### config.mk
export PLATFORM = sky130hd
export DESIGN_NAME = irq_aggregator
export DESIGN_NICKNAME = d
export VERILOG_FILES = /design/src/rtl/irq_agg_pkg.sv /design/src/rtl/irq_line_sync.sv /design/src/rtl/irq_reg_bank.sv /design/src/rtl/irq_sender.sv /design/src/rtl/irq_aggregator.sv
export SDC_FILE = /design/constraint.sdc
export NUM_CORES = 1
export LEC_CHECK = 0
export ABC_AREA = 1
export ABC_CLOCK_PERIOD_IN_PS = 5400
export BUFFER_PORTS_ARGS = -buffer_cell sky130_fd_sc_hd__buf_2
export CAP_MARGIN = 25
export CORE_MARGIN = 2
export CORE_UTILIZATION = 41
export DETAILED_ROUTE_END_ITERATION = 16
export PLACE_DENSITY = 0.68
export RECOVER_POWER = 50
export SETUP_SLACK_MARGIN = 0.2
export SLEW_MARGIN = 0
export SYNTH_ARGS = -nofsm -noshare
export SYNTH_HDL_FRONTEND = slang
export SYNTH_HIERARCHICAL = 1
export SYNTH_SLANG_ARGS = --single-unit
export TNS_END_PERCENT = 20
### constraint.sdc
create_clock -name clk -period 5.4 [get_ports clk]
set_clock_uncertainty 0.15 [all_clocks]
set_input_delay 1.62 -clock clk [delete_from_list [all_inputs] [get_ports clk]]
set_output_delay 1.62 -clock clk [all_outputs]
set_load 0.005 [all_outputs]
### src/rtl/irq_agg_pkg.sv
package irq_agg_pkg;

    localparam int WORD_W = 32;

    typedef enum logic [2:0] {
        SEL_ENABLE = 3'd0,
        SEL_PEND   = 3'd1,
        SEL_LEVEL  = 3'd2,
        SEL_REQ    = 3'd3,
        SEL_TARGET = 3'd4
    } reg_sel_e;

    typedef struct packed {
        logic [WORD_W-1:0] addr;
        logic [WORD_W-1:0] data;
    } msg_t;

    // Split the combined target word into address and data halves.
    function automatic msg_t split_target(input logic [WORD_W-1:0] word, input int df_w);
        msg_t m;
        logic [WORD_W-1:0] low_mask;
        low_mask = (WORD_W'(1) << df_w) - WORD_W'(1);
        m.addr   = word & ~low_mask;
        m.data   = word & low_mask;
        return m;
    endfunction

endpackage

### src/rtl/irq_line_sync.sv
module irq_line_sync #(
    parameter int N = 11
) (
    input  logic         clk,
    input  logic         rst,
    input  logic [N-1:0] lines_async,
    output logic [N-1:0] level,
    output logic [N-1:0] change
);
    logic [N-1:0] stage1_q;
    logic [N-1:0] stage2_q;
    logic [N-1:0] prev_q;

    always_ff @(posedge clk) begin
        if (rst) begin
            stage1_q <= '0;
            stage2_q <= '0;
            prev_q   <= '0;
        end else begin
            stage1_q <= lines_async;
            stage2_q <= stage1_q;
            prev_q   <= stage2_q;
        end
    end

    assign level  = stage2_q;
    assign change = stage2_q ^ prev_q;
endmodule

### src/rtl/irq_reg_bank.sv
module irq_reg_bank
    import irq_agg_pkg::*;
#(
    parameter int           N            = 11,
    parameter logic [N-1:0] IMPL_MASK    = 11'h5FF,
    parameter int           DATA_FIELD_W = 8
) (
    input  logic              clk,
    input  logic              rst,
    input  logic [2:0]        sel,
    input  logic              rd,
    input  logic              wr,
    input  logic [WORD_W-1:0] wdata,
    output logic [WORD_W-1:0] rdata,
    input  logic [N-1:0]      level,
    input  logic [N-1:0]      change,
    output logic [N-1:0]      enabled_change,
    output logic [N-1:0]      enable_q,
    output logic [N-1:0]      pend_q,
    output logic [N-1:0]      req_q,
    output msg_t              target
);
    localparam int PAD_W = WORD_W - N;

    logic [WORD_W-1:0] target_q;
    reg_sel_e          sel_e;
    logic              rd_pend;
    logic              rd_req;

    assign sel_e          = reg_sel_e'(sel);
    assign rd_pend        = rd && (sel_e == SEL_PEND);
    assign rd_req         = rd && (sel_e == SEL_REQ);
    assign enabled_change = change & enable_q;
    assign target         = split_target(target_q, DATA_FIELD_W);

    always_ff @(posedge clk) begin
        if (rst) begin
            enable_q <= '0;
            pend_q   <= '0;
            req_q    <= '0;
            target_q <= '0;
        end else begin
            if (wr && sel_e == SEL_ENABLE) enable_q <= wdata[N-1:0];
            if (wr && sel_e == SEL_TARGET) target_q <= wdata;
            // a new event wins over a clearing read in the same cycle
            pend_q <= (rd_pend ? '0 : pend_q) | enabled_change;
            req_q  <= ((rd_req ? '0 : req_q) | enabled_change) & IMPL_MASK;
        end
    end

    always_comb begin
        rdata = '0;
        if (rd) begin
            unique case (sel_e)
                SEL_ENABLE: rdata = {{PAD_W{1'b0}}, enable_q};
                SEL_PEND:   rdata = {{PAD_W{1'b0}}, pend_q};
                SEL_LEVEL:  rdata = {{PAD_W{1'b0}}, level};
                SEL_REQ:    rdata = {{PAD_W{1'b0}}, req_q & IMPL_MASK};
                SEL_TARGET: rdata = target_q;
                default:    rdata = '0;
            endcase
        end
    end
endmodule

### src/rtl/irq_sender.sv
module irq_sender
    import irq_agg_pkg::*;
(
    input  logic clk,
    input  logic rst,
    input  logic fire,
    input  msg_t target,
    output logic valid,
    input  logic ready,
    output msg_t msg
);
    logic valid_q;
    logic again_q;
    msg_t msg_q;
    logic launch;

    assign launch = (!valid_q && fire) || (valid_q && ready && (again_q || fire));

    always_ff @(posedge clk) begin
        if (rst) begin
            valid_q <= 1'b0;
            again_q <= 1'b0;
            msg_q   <= '0;
        end else begin
            if (valid_q && ready) begin
                valid_q <= again_q || fire;
                again_q <= 1'b0;
            end else if (valid_q) begin
                again_q <= again_q || fire;
            end else begin
                valid_q <= fire;
            end
            if (launch) msg_q <= target;
        end
    end

    assign valid = valid_q;
    assign msg   = msg_q;
endmodule

### src/rtl/irq_aggregator.sv
module irq_aggregator
    import irq_agg_pkg::*;
#(
    parameter int           N            = 11,
    parameter logic [N-1:0] IMPL_MASK    = 11'h5FF,
    parameter int           DATA_FIELD_W = 8
) (
    input  logic              clk,
    input  logic              rst,
    input  logic [N-1:0]      irq_lines,
    input  logic [2:0]        host_sel,
    input  logic              host_rd,
    input  logic              host_wr,
    input  logic [WORD_W-1:0] host_wdata,
    output logic [WORD_W-1:0] host_rdata,
    output logic              msg_valid,
    input  logic              msg_ready,
    output logic [WORD_W-1:0] msg_addr,
    output logic [WORD_W-1:0] msg_data
);
    logic [N-1:0] level;
    logic [N-1:0] change;
    logic [N-1:0] enabled_change;
    logic [N-1:0] enable_q;
    logic [N-1:0] pend_q;
    logic [N-1:0] req_q;
    msg_t         target;
    msg_t         msg;

    irq_line_sync #(.N(N)) u_sync (
        .clk         (clk),
        .rst         (rst),
        .lines_async (irq_lines),
        .level       (level),
        .change      (change)
    );

    irq_reg_bank #(.N(N), .IMPL_MASK(IMPL_MASK), .DATA_FIELD_W(DATA_FIELD_W)) u_regs (
        .clk            (clk),
        .rst            (rst),
        .sel            (host_sel),
        .rd             (host_rd),
        .wr             (host_wr),
        .wdata          (host_wdata),
        .rdata          (host_rdata),
        .level          (level),
        .change         (change),
        .enabled_change (enabled_change),
        .enable_q       (enable_q),
        .pend_q         (pend_q),
        .req_q          (req_q),
        .target         (target)
    );

    irq_sender u_send (
        .clk    (clk),
        .rst    (rst),
        .fire   (|enabled_change),
        .target (target),
        .valid  (msg_valid),
        .ready  (msg_ready),
        .msg    (msg)
    );

    assign msg_addr = msg.addr;
    assign msg_data = msg.data;
endmodule

### Word level (Yosys, flattened, before mapping)

Index checks and enable logic that the tools add are counted.
Widths: inputs -> output; s select.

* logic and storage cells: 39
* register bits: 132

* bitwise operators: 4
* reduce and logical (&&, ||, !) cells: 13
* muxes and demuxes: 6
* eq/ne operators: 4

Operators with widths (count)
* $pmux 32 s5: 1
* $mux 32: 1
* $mux 11: 2
* $or 11x11->11: 2
* $and 11x11->11: 1
* $reduce_or 11->1: 1
* $xor 11x11->11: 1
* $logic_and 1x1->1: 7
* $eq 3x2->1 const B: 2
* $eq 3x1->1 const B: 1
* $eq 3x3->1 const B: 1
* $logic_not 3->1: 1
* $logic_or 1x1->1: 2
* $mux 1: 2
* $reduce_or 2->1: 1
* $logic_not 1->1: 1

### Logic depth before layout (Yosys ltp)

Gate-level depths: netlist of run 1.

* depth after elaboration: 6
* depth in mapped cells: 16

### Hierarchy

The synthesis of run 1 kept the hierarchy.

By module, submodules not included
* irq_reg_bank: area an instance 3304.4 um2, cells an instance 449, times used 1, seq. area each 1281.2 um2
* irq_sender: area an instance 3015.4 um2, cells an instance 432, times used 1, seq. area each 1321.3 um2
* irq_line_sync: area an instance 1123.6 um2, cells an instance 147, times used 1, seq. area each 660.6 um2
* irq_aggregator: area an instance 43.8 um2, cells an instance 11, times used 1, seq. area each 0.0 um2

### Least setup slack after synthesis of run 1

OpenSTA, ideal clock, no wires.

* kind: in2out
* start: input port host_sel[2]
* end: output port host_rdata[2]
* cell stages on the path: 7
* setup slack: 1.269 ns
* arrival: 2.361 ns
* required time: 3.630 ns
* cells stage by stage: buf_6 -> inv_2 -> buf_2 -> nand4_1 -> nand3_1 -> nor2_1 -> nor2_1

* word-level cells in the longest chain between the ends: 3

RTL lines
* start, declared: line irq_aggregator.sv:11 `input logic [2:0] host_sel,`
* $eq 3x3->1, or another cell as far along: line irq_reg_bank.sv:54 `unique case (sel_e)`
* $pmux 32 s5 (*): line irq_reg_bank.sv:54
* $mux 32 (*): line irq_reg_bank.sv:53 `if (rd) begin`
* end, declared: line irq_aggregator.sv:15 `output logic [WORD_W-1:0] host_rdata,`

Mark *: on every way between the ends. The rest lies on a longest branch, timed or not.

### Worst setup path in the final report of run 1

* start: input port host_sel[1]
* end: output port host_rdata[7]

Same word-level chain as after synthesis.

==> results of run 1 <==
path summary, 6_finish.rpt:
| path | startpoint | end | slack, ps |
|---|---|---|---|
| max reg2reg | u_sync/level[10] | u_send/msg[43] | 2620 |
| min reg2reg | u_sync/stage1_q[6] | u_sync/level[6] | 250 |
| max | host_sel[1] | host_rdata[7] | 420 |
| min | u_sync/stage1_q[6] | u_sync/level[6] | 250 |
power by group:
group / total [W] / switching, W / internal, W
registers: 0.00128 / 0.0000275 / 0.00125
clock network: 0.00138 / 0.000494 / 0.000883
logic: 0.000248 / 0.000159 / 0.0000891
total: 0.00291 / 0.000680 / 0.00223
sequential cells by signal, summed over array words and instances, names as in the netlist:
name	cells
u_send/valid	1
u_regs/req_q	10
u_send/again_q	1
u_sync/level	11
u_send/msg	64
u_regs/enable_q	11
u_sync/prev_q	11
u_regs/target_q	32
u_regs/pend_q	11
u_sync/stage1_q	11
cell type report:
class	instances	share of cell area, %
Tap cell	229	3.37
Clock inverter	12	2.65
Timing Repair Buffer	156	8.88
Clock buffer	20	5.26
Multi-Input combinational cell	639	34.2
Antenna cell	1	0.0294
Inverter	164	7.24
Sequential cell	163	38.4
routing by layer:
metal	up-vias	routed length, um	global-route usage, %	share of wire [%]
met4	0	350	6.54	1.9
met3	21	1100	4.59	6.0
met1	2880	8480	25.8	46
li1	3400	-	-	-
met2	220	8450	30.5	46
met5	-	0	0	0
critical path, stage by stage:
cell     delay, ps
buf_2          240
nor2_1         740
nand3_1        140
o21ai_1        120
nor2_1          60
nor2_1         140
buf_2          140
through the flow:
step | cells | hold slack [ps] | total power, W
3_5_place_dp | 1351 | 242 | 0.00156
3_3_place_gp | 1350 | 239 | 0.00155
2_1_floorplan | 1069 | 238 | 0.00150
5_1_grt | 1384 | 263 | 0.00302
4_1_cts | 1383 | 250 | 0.00294
6_report | 1384 | 250 | 0.00291
==> summary.md, run 1 <==
| Metric | Value |
|---|---|
| CTS tree | `done` |
| P_leak | `3.66 nW` |
| Drt pass-1 iters | `5` |
| CTS max path bufs | `2` |
| Final Hold Fails | `0` |
| Post-DR vias/cell | `4.71` |
| Most frequent cells in the layout | `164 x inv_1, 163 x dfxtp_1, 149 x nand2_1` |
| Fill cells | `1862` |
| Post-layout net count | `1192` |
| Final GP Congestion | `0.909` |
| CP Launch Type | `input pin` |
| Footprint of the multi-input gates | `2910 um2` |
| Critical path endpoint category | `primary output` |
| Core area | `17900 um2` |
| Initial Util | `41.8%` |
| Starting DRT DRC Count | `426` |
| DRC viols | `0` |
| Die W | `139 um` |
| Die height | `139 um` |
| Dpl hpwl | `12.4 mm` |
| Final slew viol count | `86` |
| Vias in the first global route | `5894` |
| PD cells | `342 nW/um2` |
| Syn avg cell area | `7.21 um2` |
| Outcome | `complete, but fails checks` |
| Final Cycle Share | `92.3%` |
| Max Freq | `0.201 GHz` |
| R2R depth | `15` |
| # resized after CTS | `0` |
| Layout area overhead | `13.6%` |
| Crit Path Category | `input pin to primary output` |
| Total global-route track usage | `19.2%` |
| Overflow after GRT | `0` |
| Pre-CTS setup slack | `577 ps` |
| Final setup margin | `415 ps` |
| Max Cap Viol | `2` |
| Clock Pin Slew Worst Setup and Hold Paths | `60 ps` |
| Minimum clock period | `4980 ps` |
| Number of buffers created by CTS | `17` |
| Most common cell after layout, fill and taps aside | `inv_1` |
| WP data required | `3630 ps` |
| VDD IR max | `318 uV` |
| Post-route ant nets | `0` |
| IO Port Bufs | `147` |
| Routed WL | `18.4 mm` |
| FP Rows | `49` |
| Avg WL per Cell | `13.3 um` |
| CTS Sinks | `163` |
| Cells after Synth | `1038` |
| Final core utilization | `47.5%` |
| Worst hold path type | `flip-flop to flip-flop` |
| Synth warn | `6` |
| RSZ-0062 raised after global routing | `false` |
| Setup violators final | `0` |
| Post-DP Area | `7910 um2` |
| Initial antenna violation count | `1` |
| Share of cells above drive strength 1 | `14.2%` |
| H-tree Lvls | `4` |
| Storage cell area | `3260 um2` |
| Synthesized cell area | `7480 um2` |
| Root buf cell | `clkbuf_16` |
| Hold Path Depth | `2` |
| Clk Latency, worst-skew pair | `420 ps` |
| Setup TNS | `0 ps` |
| Die ar. | `19300 um2` |
| Post-CTS setup buffer count | `0` |
| Tightest Pin Transition | `1920 ps` |
| Largest net degree at the start of global routing | `98` |
| Via count | `6521` |
| # hold bufs at CTS | `0` |
| Critical Path AT | `3210 ps` |
| Failing checks | `capacitance limit, slew limit` |
| Ports | `148` |
| First-pass GRT wire length | `30.1 mm` |
| Rel. slew slack | `-27.7%` |
| CP Max Fanout | `21` |
| Design area | `8500 um2` |
No activity file was read; power rests on OpenSTA's default activity.
==> run 2, diff against run 1 <==
CORE_UTILIZATION = 45   (was 41)
PLACE_DENSITY = 0.73   (was 0.68)
==> summary.md, run 2 (synthesized netlist as in run 1, its figures left out) <==
| Metric | Value |
|---|---|
| # resized after CTS | `0 (unchanged)` |
| Failing checks | `capacitance limit, slew limit` |
| CTS Sinks | `163 (unchanged)` |
| FP Rows | `47 (-4.1%)` |
| Initial Util | `45.6% (+3.8 points)` |
| Clk Latency, worst-skew pair | `430 ps (about the same)` |
| Outcome | `complete, but fails checks` |
| Clock Pin Slew Worst Setup and Hold Paths | `60 ps (about the same)` |
| Worst hold path type | `flip-flop to flip-flop` |
| Final slew viol count | `119 (+38%)` |
| Placed Cells | `1343 (-0.59%)` |
| RSZ-0062 raised after global routing | `false` |
| Dpl hpwl | `12.1 mm (-2.7%)` |
| Critical path endpoint category | `primary output` |
| Post-route ant nets | `0 (unchanged)` |
| Post-layout net count | `1193 (+0.084%)` |
| P_leak | `3.62 nW (-1.2%)` |
| Starting DRT DRC Count | `662 (+55%)` |
| First-pass GRT wire length | `28.5 mm (-5.4%)` |
| VDD IR max | `226 uV (-29%)` |
| Flip-flop count of the largest register after layout | `64 (unchanged)` |
| Post-CTS setup buffer count | `0 (unchanged)` |
| Final Cycle Share | `87.8% (-4.5 points)` |
| Setup violators final | `0 (unchanged)` |
| Post-DR vias/cell | `4.76 (+0.99%)` |
| CP Launch Type | `input pin` |
| Most frequent cells in the layout | `163 x inv_1, 163 x dfxtp_1, 150 x nand2_1` |
| Critical Path AT | `2970 ps (-240 ps)` |
| Max Freq | `0.211 GHz (+5.1%)` |
| Die W | `133 um (-4.4%)` |
| Vias in the first global route | `5535 (-6.1%)` |
| Total global-route track usage | `20.2% (+0.93 points)` |
| Drt pass-1 iters | `5 (unchanged)` |
| H-tree Lvls | `4 (unchanged)` |
| Number of buffers created by CTS | `17 (unchanged)` |
| CP Max Fanout | `22 (+4.8%)` |
| Minimum clock period | `4740 ps (-243 ps)` |
| Core area | `16400 um2 (-8.4%)` |
| Cell Count, Final, Fillers Out | `1375 (-0.65%)` |
| Initial antenna violation count | `1 (unchanged)` |
| Root buf cell | `clkbuf_16` |
| Setup TNS | `0 ps (unchanged)` |
| Routed WL | `17.7 mm (-3.7%)` |
| Rel. slew slack | `-89.1% (-61 points)` |
| Ports | `148 (unchanged)` |
| Final Hold Fails | `0 (unchanged)` |
| Crit Path Category | `input pin to primary output` |
| Overflow after GRT | `0 (unchanged)` |
| Layout area overhead | `12.2%` |
| WP data required | `3630 ps (about the same)` |
| Avg WL per Cell | `12.9 um (-3.1%)` |
| Die ar. | `17700 um2 (-8.6%)` |
| CTS max path bufs | `2 (unchanged)` |
| Die height | `133 um (-4.4%)` |
| Fill cells | `1679 (-9.8%)` |
| Final GP Congestion | `0.896 (-1.4%)` |
| Largest net degree at the start of global routing | `79 (-19%)` |
| Via count | `6543 (+0.34%)` |
| Tightest Pin Transition | `2840 ps (+921 ps)` |
| # hold bufs at CTS | `0 (unchanged)` |
| DRC viols | `0 (unchanged)` |
| PD cells | `314 nW/um2 (-8.3%)` |
| Share of cells above drive strength 1 | `15.1% (+0.87 points)` |
| Max Cap Viol | `2 (unchanged)` |
| IO Port Bufs | `147 (unchanged)` |
| CTS tree | `done` |
[run 2: cell count changes in the layout (fill, tap and decap cells not counted), sizes merged]
cell / change
buf: +7
bufinv: -6
clkinv: -1
clkinvlp: +5
clkbuf: -8
inv: +3
[run 2: path summary, 6_finish.rpt]
path | cells after the start | slack (ps) | startpoint | end
hold / removal | 2 | 250 | u_sync/stage1_q[6] | u_sync/level[6]
setup / recovery | 7 | 660 | host_sel[0] | host_rdata[0]
setup reg to reg | 14 | 1800 | u_sync/level[5] | u_send/msg[61]
hold reg to reg | 2 | 250 | u_sync/stage1_q[6] | u_sync/level[6]
[run 2: stage by stage]
stage | power (W) | worst slack, ps | area [um2] | utilization, % | hold WS (ps)
4_1_cts | 0.00266 | 666 | 8430 | 51.4 | 251
3_3_place_gp | 0.00155 | 718 | 7880 | 48.0 | 240
2_1_floorplan | 0.00150 | 1270 | 7600 | - | 238
3_5_place_dp | 0.00156 | 673 | 7900 | 48.2 | 242
6_report | 0.00263 | 658 | 8390 | 51.1 | 251
5_1_grt | 0.00275 | 522 | 8390 | 51.1 | 267
[run 2: power by group]
| part | switching [W] | internal [W] | leakage (nW) | total, W |
|---|---|---|---|---|
| Combinational | 0.000158 | 0.0000915 | 2.05 | 0.000249 |
| Clock | 0.000509 | 0.000592 | 0.246 | 0.00110 |
| Sequential | 0.0000277 | 0.00125 | 1.33 | 0.00128 |
| Total | 0.000694 | 0.00194 | 3.62 | 0.00263 |
[run 2: cell type report]
cell class                 count  area, um2  area share, %
tap                          220        275           3.28
timing repair buffer         157        785           9.35
clock buffer                  18        429           5.11
clock inverter                13        104           1.24
multi-input combinational    639       2920           34.8
inverter                     164        616           7.34
sequential                   163       3260           38.9
antenna                        1       2.50         0.0298
[run 2: per-layer routing]
| layer | track usage (%) | vias to the layer above | wire length [um] |
|---|---|---|---|
| met1 | 28.0 | 2887 | 8080 |
| met4 | 6.27 | 0 | 229 |
| met3 | 5.10 | 22 | 1260 |
| met2 | 30.8 | 223 | 8120 |
| li1 | - | 3411 | - |
| met5 | 0 | - | 0 |
[run 2: critical path, stage by stage]
cell and delay [ps]:
buf_2 400, inv_1 340, nand4_1 180, nand3_1 80
nor2_1 160, nor2_1 50, buf_2 140
==> run 3, diff against run 2 <==
BUFFER_PORTS_ARGS = -buffer_cell sky130_fd_sc_hd__clkbuf_2   (was -buffer_cell sky130_fd_sc_hd__buf_2)
==> summary.md, run 3 (synthesized netlist as in run 1, its figures left out) <==
| Metric | Value |
|---|---|
| Outcome | `complete, but fails checks` |
| Failing checks | `capacitance limit, slew limit` |
| R2R depth | `14 (unchanged)` |
| Share of cells above drive strength 1 | `15.7% (+0.58 points)` |
| # resized after CTS | `0 (unchanged)` |
| DRC viols | `0 (unchanged)` |
| Final Hold Fails | `0 (unchanged)` |
| Final Cycle Share | `90.9% (+3.1 points)` |
| CTS max path bufs | `2 (unchanged)` |
| Final core utilization | `51.7% (+0.57 points)` |
| Total global-route track usage | `20.6% (+0.43 points)` |
| Dpl hpwl | `12.2 mm (+0.92%)` |
| Post-layout net count | `1194 (+0.084%)` |
| Initial antenna violation count | `0 (-1)` |
| Via count | `6539 (-0.061%)` |
| Minimum clock period | `4910 ps (+167 ps)` |
| Critical Path AT | `3140 ps (+170 ps)` |
| Max Freq | `0.204 GHz (-3.4%)` |
| Pre-CTS setup slack | `676 ps (+3.18 ps)` |
| Die ar. | `17700 um2 (unchanged)` |
| Post-CTS setup buffer count | `0 (unchanged)` |
| Post-DR vias/cell | `4.75 (-0.13%)` |
| Reg2reg start | `u_sync/level[5]` |
| Core area | `16400 um2 (unchanged)` |
| Net Sw Frac | `26.3% (-0.098 points)` |
| FP Rows | `47 (unchanged)` |
| Setup TNS | `0 ps (unchanged)` |
| Final GP Congestion | `0.873 (-2.6%)` |
| Drt pass-1 iters | `7 (+2)` |
| Die height | `133 um (unchanged)` |
| Ports | `148 (unchanged)` |
| PD cells | `328 nW/um2 (+4.6%)` |
| VDD IR max | `229 uV (+1.1%)` |
| Routed WL | `17.9 mm (+1.4%)` |
| Crit-path most repeated cell | `nor2_1` |
| Layout area overhead | `13.4%` |
| Initial Util | `45.6% (unchanged)` |
| Hold Path Depth | `2 (unchanged)` |
| Vias in the first global route | `5961 (+7.7%)` |
| Largest net degree at the start of global routing | `85 (+7.6%)` |
| Reg2reg end | `u_send/msg[27]` |
| IO Port Bufs | `147 (unchanged)` |
| Overflow after GRT | `0 (unchanged)` |
| Psw | `0.000731 W (+5.3%)` |
| Hold path startpoint | `u_sync/stage1_q[2]` |
| Worst hold endpoint | `u_sync/level[2]` |
| CP Launch Type | `input pin` |
| Final slew viol count | `102 (-14%)` |
| Rel. slew slack | `-51.8% (+37 points)` |
| Tightest Pin Transition | `2280 ps (-559 ps)` |
| Post-DP Area | `7930 um2 (+0.35%)` |
| Post-route ant nets | `0 (unchanged)` |
| Internal | `0.00205 W (+5.9%)` |
| Most frequent cells in the layout | `163 x inv_1, 163 x dfxtp_1, 149 x nand2_1` |
| Clk Latency, worst-skew pair | `430 ps (about the same)` |
| Reg2reg setup slack | `2620 ps (+820 ps)` |
| CP Cell Sequence | `clkbuf_2 > nor2_1 > nand3_1 > o21ai_1 > nor2_1 > nor2_1 > clkbuf_2` |
| Comb power frac | `9.0% (-0.5 points)` |
| Max Cap Viol | `2 (unchanged)` |
| CTS Sinks | `163 (unchanged)` |
| Levels on crit path | `7 (unchanged)` |
| RSZ-0062 raised after global routing | `false` |
| Crit Path Category | `input pin to primary output` |
| Design area | `8480 um2 (+1.1%)` |
| Setup violators final | `0 (unchanged)` |
| WP data required | `3630 ps (about the same)` |
| Number of buffers created by CTS | `17 (unchanged)` |
| Critical path endpoint category | `primary output` |
| Starting DRT DRC Count | `534 (-19%)` |
| Clock share of power | `44.9% (+3.1 points)` |
| Crit path from | `host_sel[2]` |
| Crit path max-delay cell type | `nor2_1` |
| CTS tree | `done` |
| Total Power | `0.00278 W (+5.7%)` |
| CP Max Fanout | `12 (-45%)` |
| # hold bufs at CTS | `0 (unchanged)` |
| P_leak | `3.65 nW (+0.70%)` |
| Number of inserted diodes | `0 (-1)` |
| Avg WL per Cell | `13.0 um (+1.3%)` |
| Final setup margin | `490 ps (-167 ps)` |
| Flip-flop count of the largest register after layout | `64 (unchanged)` |
| Clock Pin Slew Worst Setup and Hold Paths | `70 ps (about the same)` |
| H-tree Lvls | `4 (unchanged)` |
| First-pass GRT wire length | `29.2 mm (+2.5%)` |
| Root buf cell | `clkbuf_16` |
| Die W | `133 um (unchanged)` |
| Worst hold path type | `flip-flop to flip-flop` |
| Delay-heaviest family, CP | `simple AND/OR/NAND/NOR gates` |
| Register share of total power | `46.0% (-2.7 points)` |
| CP max stage delay | `660 ps (+260 ps)` |
| WP buf/inv | `2 (-1)` |
run 3: cell count changes in the layout (fill, tap and decap cells not counted), moves of 2 or more:
cell        change
inv_8           +4
buf_2         -119
clkbuf_1        -6
clkbuf_2      +126
inv_6           -2
bufinv_16       +2
clkinv_8        +2
clkinvlp_4      -3
run 3: through the flow:
stage | hold WS, ps | std cells
after global routing | 276 | 1376
after global placement | 239 | 1342
final | 250 | 1376
after detailed placement | 242 | 1344
after floorplan | 238 | 1069
after CTS | 251 | 1376
run 3: final cells by class:
| cell class | count | area [um2] |
|---|---|---|
| sequential | 163 | 3260 |
| clock buffer | 17 | 425 |
| fill | 1637 | 7920 |
| tap | 220 | 275 |
| timing repair buffer | 158 | 801 |
| clock inverter | 15 | 193 |
| multi-input combinational | 639 | 2910 |
| inverter | 164 | 616 |
run 3: tightest hold or removal path, delay by kind of cell, from the launching register on:
family	cells	cell delay [ps]
simple gates	1	30
buf+inv	1	40
flops	1	300
run 3: how the worst max path moves through the flow:
stage | endpoint
after floorplan | host_rdata[2]
after global placement | host_rdata[6]
after detailed placement | host_rdata[6]
after CTS | host_rdata[6]
after global routing | host_rdata[7]
final | host_rdata[7]
run 3: routing by layer:
layer | routed length, um | vias to the layer above | GRT usage (%)
li1 | - | 3403 | -
met1 | 8340 | 2890 | 27.5
met2 | 8070 | 216 | 32.3
met3 | 1100 | 30 | 4.71
met4 | 420 | 0 | 8.12
met5 | 0 | - | 0
run 3: power by group through the flow:
stage | registers [W] | logic (W) | clock network (W)
after floorplan | 0.00131 | 0.000198 | 0
after global placement | 0.00131 | 0.000247 | 0
after detailed placement | 0.00131 | 0.000252 | 0
after CTS | 0.00128 | 0.000252 | 0.00128
after global routing | 0.00129 | 0.000287 | 0.00132
final | 0.00128 | 0.000251 | 0.00125
